$ cat src/rtl/ushift_pkg.sv
// Package: shared types for the universal shift register.
// Assumes the 2-bit select encoding listed in the brief.
package ushift_pkg;

    typedef enum logic [1:0] {
        MODE_HOLD  = 2'b00,
        MODE_SHR   = 2'b01,
        MODE_SHL   = 2'b10,
        MODE_LOAD  = 2'b11
    } shift_mode_e;

endpackage

$ cat src/rtl/ushift_mode_dec.sv
// Module: ushift_mode_dec
// Turns the raw select pins into the mode type and merges the reset
// and clear into one zeroing request shared by all cells.
// Assumes rst_n is active low and clr is active high, both synchronous.
module ushift_mode_dec
    import ushift_pkg::*;
(
    input  logic [1:0]  sel_i,
    input  logic        rst_n_i,
    input  logic        clr_i,
    output shift_mode_e mode_o,
    output logic        zero_o
);

    // Purpose: decode select bits and form the zeroing request.
    always_comb begin
        mode_o = shift_mode_e'(sel_i);
        zero_o = !rst_n_i || clr_i;
    end

endmodule

$ cat src/rtl/ushift_cell.sv
// Module: ushift_cell
// One storage bit. A 4:1 selection picks its own value, its left
// neighbour, its right neighbour or its parallel bit as the next value.
// Assumes the zeroing request is already synchronous to clk.
module ushift_cell
    import ushift_pkg::*;
(
    input  logic        clk,
    input  logic        zero_i,
    input  shift_mode_e mode_i,
    input  logic        from_left_i,
    input  logic        from_right_i,
    input  logic        par_i,
    output logic        q_o
);

    logic next_d;

    // Purpose: choose the next bit value from the mode.
    always_comb begin
        unique case (mode_i)
            MODE_HOLD: next_d = q_o;
            MODE_SHR:  next_d = from_left_i;
            MODE_SHL:  next_d = from_right_i;
            MODE_LOAD: next_d = par_i;
            default:   next_d = q_o;
        endcase
    end

    // Purpose: store the bit, zeroing on reset or clear.
    always_ff @(posedge clk) begin
        if (zero_i) q_o <= 1'b0;
        else        q_o <= next_d;
    end

endmodule

$ cat src/rtl/ushift_reg.sv
// Module: ushift_reg (top)
// WIDTH-bit universal shift register: hold, shift right, shift left,
// parallel load, with a synchronous clear that overrides the mode.
// Index 0 is the leftmost bit. Assumes WIDTH >= 2.
module ushift_reg
    import ushift_pkg::*;
#(
    parameter int WIDTH = 4
) (
    input  logic             clk,
    input  logic             rst_n,
    input  logic             clr,
    input  logic [1:0]       mode_sel,
    input  logic             ser_left_in,
    input  logic             ser_right_in,
    input  logic [WIDTH-1:0] par_in,
    output logic [WIDTH-1:0] par_out,
    output logic             ser_left_out,
    output logic             ser_right_out
);

    localparam int LAST = WIDTH - 1;

    shift_mode_e      mode;
    logic             zero;
    logic [WIDTH-1:0] bits_q;
    logic [WIDTH-1:0] left_src;
    logic [WIDTH-1:0] right_src;

    ushift_mode_dec u_dec (
        .sel_i   (mode_sel),
        .rst_n_i (rst_n),
        .clr_i   (clr),
        .mode_o  (mode),
        .zero_o  (zero)
    );

    for (genvar i = 0; i < WIDTH; i++) begin : g_cell
        // Neighbour wiring: end cells take the serial inputs.
        if (i == 0) begin : g_lend
            assign left_src[i] = ser_left_in;
        end else begin : g_lmid
            assign left_src[i] = bits_q[i-1];
        end
        if (i == LAST) begin : g_rend
            assign right_src[i] = ser_right_in;
        end else begin : g_rmid
            assign right_src[i] = bits_q[i+1];
        end

        ushift_cell u_cell (
            .clk          (clk),
            .zero_i       (zero),
            .mode_i       (mode),
            .from_left_i  (left_src[i]),
            .from_right_i (right_src[i]),
            .par_i        (par_in[i]),
            .q_o          (bits_q[i])
        );
    end

    // Purpose: drive the parallel and serial outputs from the cells.
    always_comb begin
        par_out       = bits_q;
        ser_left_out  = bits_q[0];
        ser_right_out = bits_q[LAST];
    end

endmodule

$ cat config.mk
export PLATFORM = sky130hd
export DESIGN_NAME = ushift_reg
export DESIGN_NICKNAME = d
export VERILOG_FILES = /design/src/rtl/ushift_pkg.sv /design/src/rtl/ushift_mode_dec.sv /design/src/rtl/ushift_cell.sv /design/src/rtl/ushift_reg.sv
export SDC_FILE = /design/constraint.sdc
export NUM_CORES = 1
export LEC_CHECK = 0
export ABC_AREA = 1
export CORE_AREA = 3 3 40 42
export DETAILED_ROUTE_END_ITERATION = 8
export DIE_AREA = 0 0 43 45
export DONT_BUFFER_PORTS = 1
export GPL_TIMING_DRIVEN = 0
export HOLD_SLACK_MARGIN = 0.05
export SLEW_MARGIN = 10
export SYNTH_ARGS = -nofsm -noshare
export SYNTH_HDL_FRONTEND = slang
export SYNTH_HIERARCHICAL = 1
export SYNTH_SLANG_ARGS = --single-unit
$ cat constraint.sdc
create_clock -name clk -period 1 [get_ports clk]
set_clock_uncertainty 0.2 [all_clocks]
set_input_delay 0 -clock clk [delete_from_list [all_inputs] [get_ports clk]]
set_output_delay 0 -clock clk [all_outputs]
set_load 0.01 [all_outputs]
; Yosys cells after proc, flatten, opt, wreduce, memory -nomap -nowiden
; Cells that the tools add are included.
[totals]
reg_bits = 4
latch_bits = 0
ram_bits = 0
rom_bits = 0
input_bits = 11
out_inout_bits = 6
elab_cells = 14
memories = 0
[classes]
addsub = 0
mul = 0
div = 0
n_lt_le_gt_ge = 0
n_eq_ne = 3
n_shift = 0
muxes = 4
n_bitwise = 0
n_reduce_logical = 3
[op_table]
columns = cell, n
row1 = $pmux W1 S3, 4
row2 = $eq A2 B2 Y1 const B, 2
row3 = $eq A2 B1 Y1 const B, 1
row4 = $logic_not A2 Y1, 1
row5 = $logic_not A1 Y1, 1
row6 = $logic_or A1 B1 Y1, 1

; Logic depth before layout (Yosys ltp)
; Gate-level depths: netlist of the first run.
[logic_depth]
word_depth = 2
mapped_depth = 6
ltp_nobuf = 5

; Hierarchy
; The synthesis of the first run kept the hierarchy.
[by_module_without_submodules]
columns = module, n_inst, cells_per_inst, area_per_inst_um2, seq_area_each_um2
row1 = ushift_cell, 4, 14, 72.6, 20.0
row2 = ushift_mode_dec, 1, 4, 22.5, 0.0
row3 = ushift_reg, 1, 2, 15.0, 0.0

; Least setup slack after synthesis of the first run
; OpenSTA, ideal clock, no wires.
[synth_path]
path_kind = reg2reg
start = register g_cell[0].u_cell.q_o
end = register g_cell[1].u_cell.q_o
setup_ps = 62
t_arrival_ps = 641
t_required_ps = 738
path_slack_ps = 98
stages_incl_launch_ff = 5
n_path_buf = 0
period_less_slack_ps = 902
cell_sequence = dfxtp_1 inv_1 nor2_1 nor2_1 nor2_2
[synth_between]
elab_chain_len = 1
[synth_rtl]
columns = element, line_no
row1 = from (decl), ushift_cell.sv:14  ; output logic q_o
row2 = from (signal assigned), ushift_cell.sv:33  ; else q_o <= next_d;
row3 = $pmux W1 S3, ushift_cell.sv:21  ; unique case (mode_i)
row4 = to (signal assigned), ushift_cell.sv:33
row5 = to (decl), ushift_cell.sv:14
; No other way between the ends.
; A chain may end at the register's enable or synchronous reset.

; Worst setup path in the final report of the first run
[layout_path]
start = register g_cell[1].u_cell.q_o
end = register g_cell[2].u_cell.q_o
[layout_between]
elab_chain_len = 1
[layout_rtl]
columns = element, line_no
row1 = $pmux W1 S3, ushift_cell.sv:21
row2 = to (signal assigned), ushift_cell.sv:33
row3 = to (decl), ushift_cell.sv:14
; No other way between the ends.

==> impl_metrics.csv, run 1 <==
group,metric,value,unit
setup_path,start_kind,"flip-flop",
routing,ant_nets,0,
sta,maxSlewViolCount,0,
synth,netlist_area,328,µm²
layout,drive_above_1_share,0.205,
clock_network,cts-root-buf,"clkbuf_4",
power_and_ir_drop,peakVddDrop,426,µV
sta,final_min_period_over_clock_period,0.941,
power_and_ir_drop,p_seq_frac,0.374,
floorplanning,start_util,0.255,
synth,synth_area_leaders,"dfxtp_1 24%, nand2_1 24%, inv_1 19%, buf_4 9.2%, nor2_1 9.2%",
power_and_ir_drop,power.share.clock,0.413,
synth,ys_types,7,
synth,yosysWarnings,6,
routing,drc_errors,0,
clock_network,cts_htree_levels,1,
setup_path,r2r_end,"g_cell[2].u_cell/q_o$_SDFFE_PP0P_",
power_and_ir_drop,pwr-share-comb,0.213,
sta,final.setup.tns,0,ps
setup_path,regToRegSetupSlack,60,ps
setup_path,end_kind,"flip-flop",
hold_path,hold_class,"in2reg",
synth,synth_common_cells,"21 x nand2_1, 17 x inv_1, 8 x nor2_1",
layout,n_antenna_cell,0,
placement,placed_area,347,µm²
routing,wl,727,µm
routing,dr.pass1.iters,3,
placement,port_buffers,0,
sta,fmax,1060,MHz
hold_path,hold_end,"g_cell[0].u_cell/q_o$_SDFFE_PP0P_",
sta,tightest_slew,153,ps
floorplanning,die_w,43,µm
power_and_ir_drop,switching_share,0.260,
clock_network,cts.clk_slew.worst_paths,40,ps
routing,drt_iter0_markers,1,
placement,place_ws,21.3,ps
synth,ys_ff_latch,4,
setup_path,worst-endpoint-arrival,860,ps
synth,postSynthCellCount,62,
clock_network,cts_buffers,3,
setup_path,worstSetupPathType,"reg2reg",
global_route,first_global_vias,334,
floorplanning,pin_count,17,
layout,nets,86,
routing,wl_per_cell,8.26,µm
global_route,grt_max_degree,17,
synth,avgSynthCellArea,5.29,µm²
power_and_ir_drop,power_density,1040,nW/µm²
global_route,grt-ovfl-total,0,
setup_path,required,920,ps
sta,setup_slack,59.2,ps
flow_run,max_cap_viol_count,0,
synth,synthAdderAreaFrac,0,
clock_network,cts_hold_buf,8,
status,violations,"hold timing",
layout,area_growth,39.3,%
status,status,"complete, but fails checks",
global_route,grt_antenna_before_repair,0,
synth,syn-num-nets,73,
global_route,grt_use_total,0.0889,
power_and_ir_drop,total_power,0.476,mW
synth,synth-xor-area-share,0,
power_and_ir_drop,power_leakage,0.266,nW
synth,synth_mux_area_frac,0,
setup_path,crit_fanout,4,
clock_network,cts_sinks,4,
clock_network,insertion_delay,230,ps
setup_path,r2r_cells,4,
layout,final_core_util,0.355,
global_route,grt_pass1_wl,1.24,mm
clock_network,clockBufferDepth,2,
synth,synth_compound_area_frac,0,
synth,synth_top_area_frac,0.244,
setup_path,reg2reg_from,"g_cell[1].u_cell/q_o$_SDFFE_PP0P_",
hold_path,hold_depth,4,
sta,min_period,941,ps
clock_network,cts_tree,"yes",
synth,async_reset_ff_frac,0,
synth,ys.flop_type,"dfxtp_1",
sta,whs,-77.5,ps
layout,finalInstanceArea,457,µm²
synth,synth_largest_area_cell,"dfxtp_1",
floorplanning,fp.dieArea,1940,µm²
layout,largest_register_ffs,4,
floorplanning,core_area,1280,µm²
sta,final-hold-violation-count,4,
routing,avgViaCountPerCell,3.89,
placement,gp_congestion,0.697,
sta,max_slew_margin,0.898,
sta,finalSetupViolCount,0,
synth,synth_top_family_by_area,"simple AND/OR/NAND/NOR gates",
synth,yosysMostFrequentCell,"nand2_1",
synth,synth-edff-count,0,
routing,vias,342,
sta,rsz0062_at_grt,"no",
layout,largest_register,"g_cell.u_cell/q_o",
hold_path,min_from,"mode_sel[0]",
floorplanning,row_count,13,
layout,largestRegisters,"g_cell.u_cell/q_o (4)",
power_and_ir_drop,p_sw,0.124,mW
synth,ys_seq_area_frac,0.244,
layout,fillers,153,
floorplanning,dieHeight,45,µm
power_and_ir_drop,internal_power,0.353,mW
synth,synth-simple-area-share,0.469,
==> cell usage in the layout, fill, tap and decap left out, drive strengths merged <==
| cell type | instances |
|---|---|
| dfxtp | 4 |
| buf | 4 |
| dlygate4sd3 | 8 |
| nand3 | 4 |
| nor2 | 12 |
| inv | 17 |
| clkbuf | 3 |
| nand2 | 21 |
==> what timing repair did <==
action | CTS | global route
endpoints found under the setup margin | 2 | 4
setup buffers | 0 | 0
hold endpoints to repair | 4 | 4
gates resized for setup | 2 | 3
==> logic make-up (layout without fill, tap and decap cells) <==
group	Yosys count	count (layout)
simple gates	37	37
buf+inv	21	32
flops	4	4
==> power by group through the flow <==
stage               clock network [mW]  registers [mW]  logic, mW
floorplan                            0           0.179     0.0671
global placement                     0           0.181     0.0757
detailed placement                   0           0.181     0.0773
CTS                              0.207           0.179      0.102
global route                     0.209           0.180      0.119
finish                           0.197           0.178      0.101
==> worst max path at each step <==
stage	slack, ps	start	endpoint
finish	60	g_cell[1].u_cell/q_o$_SDFFE_PP0P_	g_cell[2].u_cell/q_o$_SDFFE_PP0P_
global route	2	g_cell[1].u_cell/q_o$_SDFFE_PP0P_	g_cell[2].u_cell/q_o$_SDFFE_PP0P_
CTS	10	g_cell[2].u_cell/q_o$_SDFFE_PP0P_	g_cell[3].u_cell/q_o$_SDFFE_PP0P_
detailed placement	20	g_cell[2].u_cell/q_o$_SDFFE_PP0P_	g_cell[1].u_cell/q_o$_SDFFE_PP0P_
global placement	40	g_cell[2].u_cell/q_o$_SDFFE_PP0P_	g_cell[3].u_cell/q_o$_SDFFE_PP0P_
floorplan	100	g_cell[0].u_cell/q_o$_SDFFE_PP0P_	g_cell[1].u_cell/q_o$_SDFFE_PP0P_
==> per-layer routing <==
| layer | wire, µm | vias to the layer above | part of all wire | GRT usage |
|---|---|---|---|---|
| met5 | 0 | - | 0 | 0 |
| met4 | 6 | 0 | 0.0083 | 0.0723 |
| met3 | 43 | 2 | 0.059 | 0.0279 |
| met2 | 370 | 8 | 0.51 | 0.162 |
| met1 | 306 | 140 | 0.42 | 0.0815 |
| li1 | - | 192 | - | - |
==> metrics by stage <==
step | instances | hold slack (ps)
4_1_cts | 88 | -77.2
3_5_place_dp | 77 | 36.2
3_3_place_gp | 77 | 32.0
6_report | 88 | -77.5
5_1_grt | 88 | -45.9
2_1_floorplan | 62 | 25.4
==> cell type report <==
cell class | instances | area [µm²] | share of cell area
Buffer | 4 | 30.0 | 0.0658
Clock buffer | 3 | 22.5 | 0.0493
Inverter | 17 | 63.8 | 0.140
Multi-Input combinational cell | 37 | 154 | 0.337
Sequential cell | 4 | 87.6 | 0.192
Tap cell | 15 | 18.8 | 0.0411
Timing Repair Buffer | 8 | 80.1 | 0.175
==> critical path: stages, from the launching register on <==
cell     delay, ps
dfxtp_4        350
inv_1           50
nor2_1          30
nor2_1         140
nor2_2          50
Power figures use the tool's default switching activity.
==> inputs of run 2 (changes only) <==
--- a/config.mk
+++ b/config.mk
@@ -10,7 +10,6 @@
 export DETAILED_ROUTE_END_ITERATION = 8
 export DIE_AREA = 0 0 43 45
 export DONT_BUFFER_PORTS = 1
-export GPL_TIMING_DRIVEN = 0
 export HOLD_SLACK_MARGIN = 0.05
 export SLEW_MARGIN = 10
 export SYNTH_ARGS = -nofsm -noshare
==> run 2 against run 1 <==
Net effect: the run still ends with hold timing left; final cell count shrank 3.4%; clock power rose by 8%; power decreased by 0.68%; utilization decreased by 2.7 points; non-clock buffer count down 3; combinational power shrank 13%; largest cell class unchanged; highest routed layer is now met3.
==> impl_metrics.csv, run 2 (synthesis gave the netlist of run 1 again) <==
group,metric,value,unit
layout,n_antenna_cell,0,
routing,wl_per_cell,8.35,µm
layout,largestRegisters,"g_cell.u_cell/q_o (4)",
clock_network,cts.clk_slew.worst_paths,40,ps
global_route,grt_antenna_before_repair,0,
power_and_ir_drop,p_seq_frac,0.365,
routing,wl,710,µm
power_and_ir_drop,internal_power,0.347,mW
clock_network,clockBufferDepth,2,
floorplanning,die_w,43,µm
global_route,grt_pass1_wl,1.24,mm
status,status,"complete, but fails checks",
global_route,first_global_vias,303,
sta,rsz0062_at_grt,"no",
routing,vias,327,
global_route,grt_use_total,0.0900,
placement,gp_congestion,0.760,
sta,final-hold-violation-count,4,
sta,setup_slack,45.3,ps
setup_path,crit_path_max_incr_delay,370,ps
hold_path,hold_class,"in2reg",
floorplanning,dieHeight,45,µm
setup_path,start_kind,"flip-flop",
status,violations,"hold timing",
sta,max_slew_margin,0.848,
floorplanning,fp.dieArea,1940,µm²
sta,tightest_slew,229,ps
clock_network,cts_sinks,4,
routing,avgViaCountPerCell,3.85,
setup_path,crit_chain,"buf_4",
floorplanning,row_count,13,
setup_path,worstSetupPathType,"reg2out",
floorplanning,core_area,1280,µm²
power_and_ir_drop,switching_share,0.266,
routing,dr.pass1.iters,2,
layout,nets,83,
clock_network,cts_hold_buf,5,
layout,drive_above_1_share,0.157,
clock_network,cts_htree_levels,1,
sta,min_period,955,ps
sta,finalSetupViolCount,0,
setup_path,crit_fanout,4,
clock_network,cts-root-buf,"clkbuf_4",
layout,final_common_cell,"nand2_1",
routing,drt_iter0_markers,7,
placement,dp_hpwl,487,µm
clock_network,insertion_delay,240,ps
layout,largest_register,"g_cell.u_cell/q_o",
power_and_ir_drop,power_density,1120,nW/µm²
floorplanning,start_util,0.255,
clock_network,cts_setup_buffers,0,
power_and_ir_drop,peakVddDrop,662,µV
clock_network,cts_tree,"yes",
placement,place_ws,86.1,ps
power_and_ir_drop,power.share.clock,0.449,
power_and_ir_drop,pwr-share-comb,0.186,
sta,whs,-213,ps
placement,port_buffers,0,
routing,ant_nets,0,
layout,area_growth,28.6,%
floorplanning,pin_count,17,
global_route,grt_max_degree,17,
power_and_ir_drop,p_sw,0.126,mW
sta,final_min_period_over_clock_period,0.955,
clock_network,cts_buffers,3,
sta,final.setup.tns,0,ps
setup_path,end_kind,"output pin",
routing,drc_errors,0,
layout,largest_register_ffs,4,
layout,layout_common_cells,"21 x nand2_1, 17 x inv_1, 8 x nor2_1",
setup_path,critPathSlowestCell,"dfxtp_1",
sta,fmax,1050,MHz
sta,maxSlewViolCount,0,
setup_path,path_delay_family,"flip-flops",
setup_path,worst-endpoint-arrival,750,ps
global_route,grt-ovfl-total,0,
flow_run,max_cap_viol_count,0,
power_and_ir_drop,power_leakage,0.260,nW
setup_path,required,800,ps
setup_path,critPathBufInv,1,
## run 2: layout make-up
type                    instances  area [µm²]
inverters                      17        63.8
multi-input cells              37         154
fillers                       149         863
clock buffers                   3        22.5
flip-flops and latches          4        80.1
repair buffers                  9        82.6
well taps                      15        18.8
## run 2: stage by stage
stage               utilization  hold slack [ps]  power [mW]  std cells  cell area (µm²)
global placement          0.270            -1.82       0.244         77              347
finish                    0.328             -213       0.473         85              422
detailed placement        0.270           -0.866       0.245         77              347
floorplan                     -             25.4       0.246         62              328
CTS                       0.326             -220       0.485         85              419
global route              0.328             -210       0.517         85              422
## run 2: what timing repair did
item | 4_1_cts | 5_1_grt
endpoints found under the hold margin | 4 | 4
gates resized for setup | 0 | 1
endpoints found under the setup margin | 0 | 2
## run 2: power by group through the flow
stage / Clock, mW / Sequential [mW] / Combinational, mW
2_1_floorplan: 0 / 0.179 / 0.0671
3_3_place_gp: 0 / 0.176 / 0.0686
3_5_place_dp: 0 / 0.176 / 0.0689
4_1_cts: 0.224 / 0.173 / 0.0884
5_1_grt: 0.242 / 0.174 / 0.101
6_report: 0.212 / 0.173 / 0.0880
## run 2: final timing paths
| kind | start | slack, ps | end | depth (start not counted) |
|---|---|---|---|---|
| setup / recovery | g_cell[1].u_cell/q_o$_SDFFE_PP0P_ | 50 | par_out[1] | 1 |
| hold / removal | mode_sel[1] | -210 | g_cell[1].u_cell/q_o$_SDFFE_PP0P_ | 3 |
| setup reg to reg | g_cell[1].u_cell/q_o$_SDFFE_PP0P_ | 80 | g_cell[2].u_cell/q_o$_SDFFE_PP0P_ | 4 |
| hold reg to reg | g_cell[3].u_cell/q_o$_SDFFE_PP0P_ | 380 | g_cell[3].u_cell/q_o$_SDFFE_PP0P_ | 4 |
## run 2: routing by layer
layer  global-route usage  routed length (µm)
met3               0.0916                  88
met1               0.0942                 295
met4               0.0181                   0
met2                0.129                 326
met5                    0                   0
==> inputs of run 3 (changes only) <==
--- a/config.mk
+++ b/config.mk
@@ -5,12 +5,13 @@
 export SDC_FILE = /design/constraint.sdc
 export NUM_CORES = 1
 export LEC_CHECK = 0
-export ABC_AREA = 1
+export ABC_AREA = 0
 export CORE_AREA = 3 3 40 42
 export DETAILED_ROUTE_END_ITERATION = 8
 export DIE_AREA = 0 0 43 45
 export DONT_BUFFER_PORTS = 1
 export HOLD_SLACK_MARGIN = 0.05
+export RECOVER_POWER = 100
 export SLEW_MARGIN = 10
 export SYNTH_ARGS = -nofsm -noshare
 export SYNTH_HDL_FRONTEND = slang
==> run 3 against run 2 <==
Net effect: routed wire length is 27% lower; critical endpoint is now g_cell[0].u_cell/q_o$_SDFFE_PP0P_; synthesized cell count shrank 73%; sequential power about the same; worst setup slack worse by 280 ps; critical path type is now reg2reg; sequential cell count unchanged; the flow finishes with violations (hold timing, setup timing).
==> impl_metrics.csv, run 3 <==
group,metric,value,unit
status,status,"complete, but fails checks",
status,violations,"hold timing, setup timing",
floorplanning,pin_count,17,
synth,yosysWarnings,6,
sta,fmax,809,MHz
routing,vias,155,
setup_path,worstSetupPathType,"reg2reg",
sta,whs,-138,ps
setup_path,r2r_end,"g_cell[0].u_cell/q_o$_SDFFE_PP0P_",
sta,max_slew_margin,0.721,
synth,synth_area_leaders,"mux4_2 34%, dfxtp_1 31%, nor2b_4 21%, buf_4 11%, nand2b_1 2.4%",
layout,fillers,133,
sta,rsz0062_at_grt,"yes",
placement,place_ws,-233,ps
setup_path,path_delay_family,"multiplexers",
floorplanning,row_count,13,
layout,largest_register_ffs,4,
setup_path,crit_path_end,"g_cell[0].u_cell/q_o$_SDFFE_PP0P_",
hold_path,hold_class,"in2reg",
synth,synth-edff-count,0,
clock_network,cts_tree,"yes",
setup_path,required,910,ps
layout,nets,34,
global_route,grt_antenna_before_repair,0,
floorplanning,fp.dieArea,1940,µm²
routing,avgViaCountPerCell,4.31,
placement,gp_congestion,0.643,
layout,layout_common_cells,"4 x mux4_2, 4 x nor2b_4, 3 x clkbuf_4, 3 x dfxtp_2, 3 x buf_4",
flow_run,max_cap_viol_count,0,
floorplanning,dieHeight,45,µm
synth,postSynthCellCount,17,
setup_path,critPathBufInv,0,
layout,drive_above_1_share,0.905,
synth,async_reset_ff_frac,0,
floorplanning,start_util,0.204,
routing,wl,519,µm
sta,final.setup.tns,-922,ps
global_route,grt_use_total,0.0705,
setup_path,start_kind,"flip-flop",
setup_path,cp.depth,2,
clock_network,cts-root-buf,"clkbuf_4",
setup_path,reg2reg_from,"g_cell[0].u_cell/q_o$_SDFFE_PP0P_",
layout,finalNonFillerCells,36,
synth,ys.flop_type,"dfxtp_1",
clock_network,insertion_delay,240,ps
power_and_ir_drop,power_leakage,0.118,nW
layout,area_growth,20.6,%
synth,synth_largest_area_cell,"mux4_2",
setup_path,r2r_cells,2,
placement,port_buffers,0,
placement,placedCellCount,33,
routing,ant_nets,0,
sta,finalSetupViolCount,4,
setup_path,critPathSlowestCell,"mux4_2",
global_route,first_global_vias,206,
routing,drt_iter0_markers,3,
layout,largest_register,"g_cell.u_cell/q_o",
synth,netlist_area,262,µm²
setup_path,worstSetupStartpoint,"g_cell[0].u_cell/q_o$_SDFFE_PP0P_",
synth,synth_common_cells,"4 x buf_4, 4 x dfxtp_1, 4 x mux4_2, 4 x nor2b_4, 1 x nand2b_1",
layout,final_core_util,0.245,
setup_path,regToRegSetupSlack,-240,ps
power_and_ir_drop,total_power,0.432,mW
setup_path,worst-endpoint-arrival,1150,ps
synth,syn-num-nets,28,
synth,ys_types,5,
synth,ys_ff_latch,4,
clock_network,cts.clk_slew.worst_paths,40,ps
clock_network,cts_htree_levels,1,
sta,tightest_slew,418,ps
synth,synth_top_area_frac,0.344,
floorplanning,die_w,43,µm
synth,ys_seq_area_frac,0.306,
routing,drc_errors,0,
clock_network,cts_sinks,4,
sta,final-hold-violation-count,4,
global_route,grt-ovfl-total,0,
power_and_ir_drop,peakVddDrop,420,µV
global_route,grt_pass1_wl,876,µm
sta,final_min_period_over_clock_period,1.24,
power_and_ir_drop,power_density,1370,nW/µm²
sta,setup_slack,-236,ps
synth,avgSynthCellArea,15.4,µm²
sta,maxSlewViolCount,0,
floorplanning,core_area,1280,µm²
clock_network,cts_buffers,3,
hold_path,min_from,"mode_sel[0]",
clock_network,cts_setup_buffers,0,
layout,n_antenna_cell,0,
layout,largestRegisters,"g_cell.u_cell/q_o (4)",
global_route,grt_max_degree,5,
setup_path,crit_fanout,3,
setup_path,crit_chain,"mux4_2, nor2b_4",
routing,dr.pass1.iters,2,
sta,min_period,1240,ps
routing,wl_per_cell,14.4,µm
setup_path,end_kind,"flip-flop",
setup_path,crit_path_max_incr_delay,460,ps
clock_network,clockBufferDepth,2,
-- run 3: changes by cell type after synthesis, sizes merged --
cell and change:
inv -17, mux4 +4, nand2 -21, nand2b +1, nand3 -4, nor2 -12
nor2b +4
-- run 3: cells by family (layout without fill, tap and decap cells) --
logic type,Yosys count,after routing,share of synthesized area
buffers and inverters,4,8,0.115
and+or+nand+nor,5,5,0.234
DFF,4,4,0.306
muxes,4,4,0.345
-- run 3: layout make-up --
type	count	area (µm²)	area share
Clock buffer	3	22.5	0.0714
Timing Repair Buffer	5	38.8	0.123
Sequential cell	4	83.8	0.266
Multi-Input combinational cell	9	151	0.480
Tap cell	15	18.8	0.0595
-- run 3: worst reg2reg max path, cell delays in order, from the launching register on --
cell and delay, ps:
dfxtp_1 320, mux4_2 460, nor2b_4 140
-- run 3: how the worst min path moves through the flow --
stage	end	cells after the start	slack (ps)
floorplan	par_out[1]	0	120
global placement	g_cell[1].u_cell/q_o$_SDFFE_PP0P_	2	100
detailed placement	g_cell[1].u_cell/q_o$_SDFFE_PP0P_	2	110
CTS	g_cell[1].u_cell/q_o$_SDFFE_PP0P_	2	-150
global route	g_cell[1].u_cell/q_o$_SDFFE_PP0P_	2	-140
finish	g_cell[1].u_cell/q_o$_SDFFE_PP0P_	2	-140
-- run 3: timing repair --
| item | CTS | global route |
|---|---|---|
| endpoints found under the hold margin | 4 | 4 |
| endpoints found under the setup margin | 6 | 6 |
| resized for setup | 1 | 0 |
-- run 3: power by group --
part	switching, mW	total [mW]	internal (mW)
clock network	0.0698	0.204	0.135
registers	0.00398	0.170	0.166
logic	0.0182	0.0580	0.0398
-- run 3: through the flow --
step                      area (µm²)  hold slack, ps
final                            315            -138
after global routing             315            -140
after CTS                        319            -146
after detailed placement         293             106
after global placement           293            96.9
after floorplan                  267             117
-- run 3: metal layers --
layer  wire [µm]  global-route usage  vias to the layer above
met1         228              0.0765                       69
met5           0                   0                        -
met4          20              0.0723                        0
met2         197              0.0928                       17
met3          72              0.0398                        2
li1            -                   -                       67
